===== config.mk =====
export PLATFORM = sky130hd
export DESIGN_NAME = shadow_ctrl_bank
export DESIGN_NICKNAME = d
export VERILOG_FILES = /design/src/rtl/shadow_bank_pkg.sv /design/src/rtl/shadow_bank_decode.sv /design/src/rtl/shadow_bank_cell.sv /design/src/rtl/shadow_bank_plain_reg.sv /design/src/rtl/shadow_ctrl_bank.sv
export SDC_FILE = /design/constraint.sdc
export NUM_CORES = 1
export LEC_CHECK = 0
export ABC_AREA = 0
export CORE_MARGIN = 3
export CORE_UTILIZATION = 45
export CTS_BUF_LIST = sky130_fd_sc_hd__clkbuf_4 sky130_fd_sc_hd__clkbuf_8
export DETAILED_ROUTE_END_ITERATION = 8
export PLACE_DENSITY = 0.74
export SLEW_MARGIN = 20
export SYNTH_ARGS = -nofsm -noshare
export SYNTH_HDL_FRONTEND = slang
export SYNTH_SLANG_ARGS = --single-unit

===== constraint.sdc =====
create_clock -name clk_i -period 4.9 [get_ports clk_i]
set_input_delay 0.49 -clock clk_i [delete_from_list [all_inputs] [get_ports clk_i]]
set_output_delay 0.49 -clock clk_i [all_outputs]
set_load 0.05 [all_outputs]

===== src/rtl/shadow_bank_pkg.sv =====
package shadow_bank_pkg;
  typedef struct packed {
    logic mode;
    logic aux;
    logic sh_a;
    logic sh_b;
  } hit_t;

  localparam int unsigned NUM_SHADOW = 2;
endpackage


===== src/rtl/shadow_bank_decode.sv =====
module shadow_bank_decode
  import shadow_bank_pkg::*;
#(
  parameter int unsigned ADDR_W = 8,
  parameter logic [ADDR_W-1:0] BASE     = 8'h80,
  parameter logic [ADDR_W-1:0] OFF_MODE = 8'h00,
  parameter logic [ADDR_W-1:0] OFF_A    = 8'h01,
  parameter logic [ADDR_W-1:0] OFF_B    = 8'h03,
  parameter logic [ADDR_W-1:0] OFF_AUX  = 8'h05
) (
  input  logic [ADDR_W-1:0] addr_i,
  output hit_t              hit_o
);
  localparam logic [ADDR_W-1:0] A_MODE = BASE + OFF_MODE;
  localparam logic [ADDR_W-1:0] A_A    = BASE + OFF_A;
  localparam logic [ADDR_W-1:0] A_B    = BASE + OFF_B;
  localparam logic [ADDR_W-1:0] A_AUX  = BASE + OFF_AUX;

  always_comb begin
    hit_o.mode = (addr_i == A_MODE);
    hit_o.aux  = (addr_i == A_AUX);
    hit_o.sh_a = (addr_i == A_A);
    hit_o.sh_b = (addr_i == A_B);
  end
endmodule


===== src/rtl/shadow_bank_cell.sv =====
module shadow_bank_cell #(
  parameter int unsigned DATA_W = 8,
  parameter logic [DATA_W-1:0] NV_INIT = '0
) (
  input  logic              clk_i,
  input  logic              rst_ni,
  input  logic              recall_i,
  input  logic              wr_i,
  input  logic              persist_i,
  input  logic [DATA_W-1:0] data_i,
  output logic [DATA_W-1:0] vol_o,
  output logic [DATA_W-1:0] nv_o
);
  // backing copy: no reset, keeps contents across power-on reset
  logic [DATA_W-1:0] nv_q = NV_INIT;
  logic [DATA_W-1:0] vol_q;

  always_ff @(posedge clk_i) begin
    if (wr_i && persist_i) nv_q <= data_i;
  end

  always_ff @(posedge clk_i or negedge rst_ni) begin
    if (!rst_ni)       vol_q <= '0;
    else if (recall_i) vol_q <= nv_q;
    else if (wr_i)     vol_q <= data_i;
  end

  assign vol_o = vol_q;
  assign nv_o  = nv_q;
endmodule


===== src/rtl/shadow_bank_plain_reg.sv =====
module shadow_bank_plain_reg #(
  parameter int unsigned DATA_W = 8,
  parameter logic [DATA_W-1:0] RST_VAL = '0
) (
  input  logic              clk_i,
  input  logic              rst_ni,
  input  logic              wr_i,
  input  logic [DATA_W-1:0] data_i,
  output logic [DATA_W-1:0] q_o
);
  always_ff @(posedge clk_i or negedge rst_ni) begin
    if (!rst_ni)   q_o <= RST_VAL;
    else if (wr_i) q_o <= data_i;
  end
endmodule


===== src/rtl/shadow_ctrl_bank.sv =====
module shadow_ctrl_bank
  import shadow_bank_pkg::*;
#(
  parameter int unsigned ADDR_W = 8,
  parameter int unsigned DATA_W = 8,
  parameter int unsigned MODE_BIT = 7,
  parameter logic [ADDR_W-1:0] BASE     = 8'h80,
  parameter logic [ADDR_W-1:0] OFF_MODE = 8'h00,
  parameter logic [ADDR_W-1:0] OFF_A    = 8'h01,
  parameter logic [ADDR_W-1:0] OFF_B    = 8'h03,
  parameter logic [ADDR_W-1:0] OFF_AUX  = 8'h05,
  parameter logic [DATA_W-1:0] MODE_RST = 8'h00,
  parameter logic [DATA_W-1:0] AUX_RST  = 8'h00,
  parameter logic [DATA_W-1:0] NV_A_INIT = 8'h5A,
  parameter logic [DATA_W-1:0] NV_B_INIT = 8'hC3
) (
  input  logic              clk_i,
  input  logic              rst_ni,
  input  logic              wr_en_i,
  input  logic [ADDR_W-1:0] wr_addr_i,
  input  logic [DATA_W-1:0] wr_data_i,
  input  logic              wp_ni,
  output logic [DATA_W-1:0] mode_o,
  output logic [DATA_W-1:0] aux_o,
  output logic [DATA_W-1:0] cfg_a_o,
  output logic [DATA_W-1:0] cfg_b_o
);
  localparam logic [DATA_W-1:0] NV_INIT_ARR [NUM_SHADOW] = '{NV_A_INIT, NV_B_INIT};

  hit_t              hit;
  logic              por_q;
  logic              wr_ok;
  logic              persist;
  logic              recall;
  logic              sh_hit [NUM_SHADOW];
  logic [DATA_W-1:0] vol_q  [NUM_SHADOW];
  logic [DATA_W-1:0] nv_q   [NUM_SHADOW];

  shadow_bank_decode #(
    .ADDR_W(ADDR_W), .BASE(BASE), .OFF_MODE(OFF_MODE),
    .OFF_A(OFF_A), .OFF_B(OFF_B), .OFF_AUX(OFF_AUX)
  ) u_dec (
    .addr_i(wr_addr_i),
    .hit_o (hit)
  );

  // one-cycle recall window after power-on reset; writes held off
  always_ff @(posedge clk_i or negedge rst_ni) begin
    if (!rst_ni) por_q <= 1'b1;
    else         por_q <= 1'b0;
  end

  assign wr_ok   = wr_en_i & wp_ni & ~por_q;
  assign persist = mode_o[MODE_BIT];  // pre-write value
  assign recall  = por_q | (wr_ok & (hit.mode | hit.aux) & ~persist);

  assign sh_hit[0] = hit.sh_a;
  assign sh_hit[1] = hit.sh_b;

  shadow_bank_plain_reg #(.DATA_W(DATA_W), .RST_VAL(MODE_RST)) u_mode (
    .clk_i, .rst_ni, .wr_i(wr_ok & hit.mode), .data_i(wr_data_i), .q_o(mode_o)
  );

  shadow_bank_plain_reg #(.DATA_W(DATA_W), .RST_VAL(AUX_RST)) u_aux (
    .clk_i, .rst_ni, .wr_i(wr_ok & hit.aux), .data_i(wr_data_i), .q_o(aux_o)
  );

  for (genvar g = 0; g < NUM_SHADOW; g++) begin : g_sh
    shadow_bank_cell #(.DATA_W(DATA_W), .NV_INIT(NV_INIT_ARR[g])) u_cell (
      .clk_i,
      .rst_ni,
      .recall_i (recall),
      .wr_i     (wr_ok & sh_hit[g]),
      .persist_i(persist),
      .data_i   (wr_data_i),
      .vol_o    (vol_q[g]),
      .nv_o     (nv_q[g])
    );
  end

  assign cfg_a_o = vol_q[0];
  assign cfg_b_o = vol_q[1];
endmodule


==> impl_metrics.csv <==
group,metric,value,unit
run_status,status,"finished clean",
cells_and_area,final_area,2750,µm²
placed_design,place_congestion,0.719,
min_path,hold_path_class,"flop to flop",
synth,postSynth.asyncResetShare,67.3,%
drt,drc_errors,0,
sta,setup_viol,0,
sta,fmax,0.383,GHz
sta,setup_slack,2.29,ns
sta,hold_viol_final,0,
clock_tree,clock_latency,0.30,ns
clock_tree,cts_tree,"done",
clock_tree,hold_buffers,0,
die,core,4410,µm²
placed_design,dpl_cell_area,2630,µm²
global_route,grtUsageTotal,16.2,%
die,ioPinCount,52,
cells_and_area,fillCellCount,328,
power,ir_worst_vdd,218,µV
cells_and_area,final_cell_mix,"clkdlybuf4s50_1 (51), dfrtp_1 (32), mux2_2 (30)",
synth,yosysSeqAreaShare,62.9,%
critical_path,start_kind,"input pin",
die,start_util,47.1,%
synth,synth-seq-cells,49,
flow_run,maxCapViolations,0,
sta,finClkSkew,0.00416,ns
cells_and_area,diodes,0,
power,finalPower,0.833,mW
sta,fin_crit,2.61,ns
die,die_x,74.0,µm
global_route,grt_pass1_wl,6.43,mm
drt,drtIter0Drc,70,
sta,max_slew_margin,53.7,%
clock_tree,cts_htree_levels,2,
critical_path,crit_path_top_delay_cell,"or4b_4",
critical_path,path_class,"input pin to flop",
drt,wl_per_cell,17.8,µm
die,dieArea,5470,µm²
synth,yosys_warnings,0,
die,floorplan.rows,24,
synth,synth_edf_count,16,
cells_and_area,layout_commonest_cell,"clkdlybuf4s50_1",
drt,antenna_left,0,
drt,wl,3.98,mm
synth,syn_avg_cell_area,17.9,µm²
placed_design,port_buffers,51,
critical_path,slowest_delay,0.57,ns
synth,synth_cell_types,23,
sta,tns,0,ns
cells_and_area,nets,191,
global_route,grt_max_degree,34,
critical_path,crit_required,5.09,ns
clock_tree,post_cts_resized,0,
clock_tree,clkSinkCount,49,
drt,via_per_inst,5.19,
placed_design,post-place-ws,1.97,ns
global_route,grt_overflow,0,
global_route,antenna_found_initial,0,
critical_path,critPathCaptureType,"flop",
critical_path,arrival,2.79,ns
synth,synth_nets,136,
power,power_leakage,1.15,nW
clock_tree,clockRootBuffer,"clkbuf_8",
sta,worst-slew-pin-transition,0.694,ns
drt,dr.pass1.iters,4,
drt,vias,1162,
clock_tree,postCtsSetupRepairBufs,0,
cells_and_area,area_growth_syn_to_layout,32.5,%
clock_tree,clk_path_buf_depth,2,
die,chipHeight,74.0,µm
clock_tree,path_clk_slew,0.09,ns
global_route,first_global_vias,1234,
critical_path,cp_max_fo,8,
synth,synth.cell_area,2080,µm²
sta,fin_crit_sh,53.2,%
synth,yosys_most_used_dff,"dfrtp_1",
clock_tree,cts_buffers,5,
power,p_per_area,302,nW/µm²
sta,drv_slew,0,
cells_and_area,drive_gt1_share,36.0,%
placed_design,hpwl,2.91,mm
sta,rsz0062_at_grt,"no",
critical_path,path_cells,"clkdlybuf4s50_1 -> or4b_4 -> nor3_1 -> nor3b_4 -> mux2_2",
synth,postSynthCellCount,116,
[critical path: cells and delay by family]
family / cells / cell delay (ns)
and+or+nand+nor: 3 / 1.51
buffers and inverters: 1 / 0.40
muxes: 1 / 0.40
[where the power goes]
group | switching, mW | internal (mW) | leakage, nW
registers | 0.00570 | 0.432 | 0.564
clock network | 0.131 | 0.159 | 0.0588
logic | 0.0583 | 0.0476 | 0.532
total | 0.195 | 0.638 | 1.15
[stage by stage]
step	hold slack, ns	instances	utilization [%]
detailed placement	0.447	216	59.6
global placement	0.443	216	59.6
global route	0.501	224	62.4
floorplan	0.194	116	-
CTS	0.484	224	62.2
finish	0.481	224	62.4
[layer usage]
metal	global-route usage (%)	share of wire, %
met5	0	0
met4	6.04	1.9
met3	4.59	3.7
met2	26.6	53
met1	20.6	41
[Yosys cell counts, types with 2 or more instances]
cell type	n	area share (%)
buf_4	2	0.72
edfxtp_1	16	23
inv_1	2	0.36
mux2_2	30	16
mux2_4	16	12
dfrtp_1	32	39
mux2_1	2	1.1
[layout make-up]
class / count / area (µm²) / share of cell area (%)
clock inverters: 2 / 38.8 / 1.41
repair buffers: 52 / 518 / 18.8
well taps: 52 / 65.1 / 2.36
inverters: 2 / 7.51 / 0.273
multi-input cells: 61 / 741 / 26.9
clock buffers: 6 / 76.3 / 2.77
flip-flops and latches: 49 / 1310 / 47.5
[registers in the layout (all words and copies together) (netlist names)]
register	cells
por_q	1
g_sh.u_cell.nv_o	16
u_aux.q_o	8
u_mode.q_o	8
g_sh.u_cell.vol_o	16
[path summary, 6_finish.rpt]
path | cells past startpoint | slack (ns) | start | to
setup / recovery | 5 | 2.29 | wr_addr_i[6] | u_mode.q_o[7]
setup reg to reg | 3 | 2.67 | por_q | g_sh[1].u_cell.nv_o[2]
min in group asynchronous | 2 | 0.59 | rst_ni | g_sh[1].u_cell.vol_o[5]
hold / removal | 1 | 0.48 | g_sh[0].u_cell.nv_o[6] | g_sh[0].u_cell.vol_o[6]
hold reg to reg | 1 | 0.48 | g_sh[0].u_cell.nv_o[6] | g_sh[0].u_cell.vol_o[6]
max in group asynchronous | 2 | 3.97 | rst_ni | por_q
[cells by family (layout without fill, tap and decap cells)]
kind of cell | Yosys count | in the layout | synth area share [%]
AOI/OAI and AO/OA | 1 | 1 | 0.602
xor gates and xnor gates | 1 | 1 | 0.422
buffers and inverters | 6 | 62 | 1.87
DFF | 49 | 49 | 62.9
muxes | 48 | 48 | 28.9
other | 1 | 1 | 0.180
and+or+nand+nor | 10 | 10 | 5.12
No activity file was read; power rests on OpenSTA's default activity.
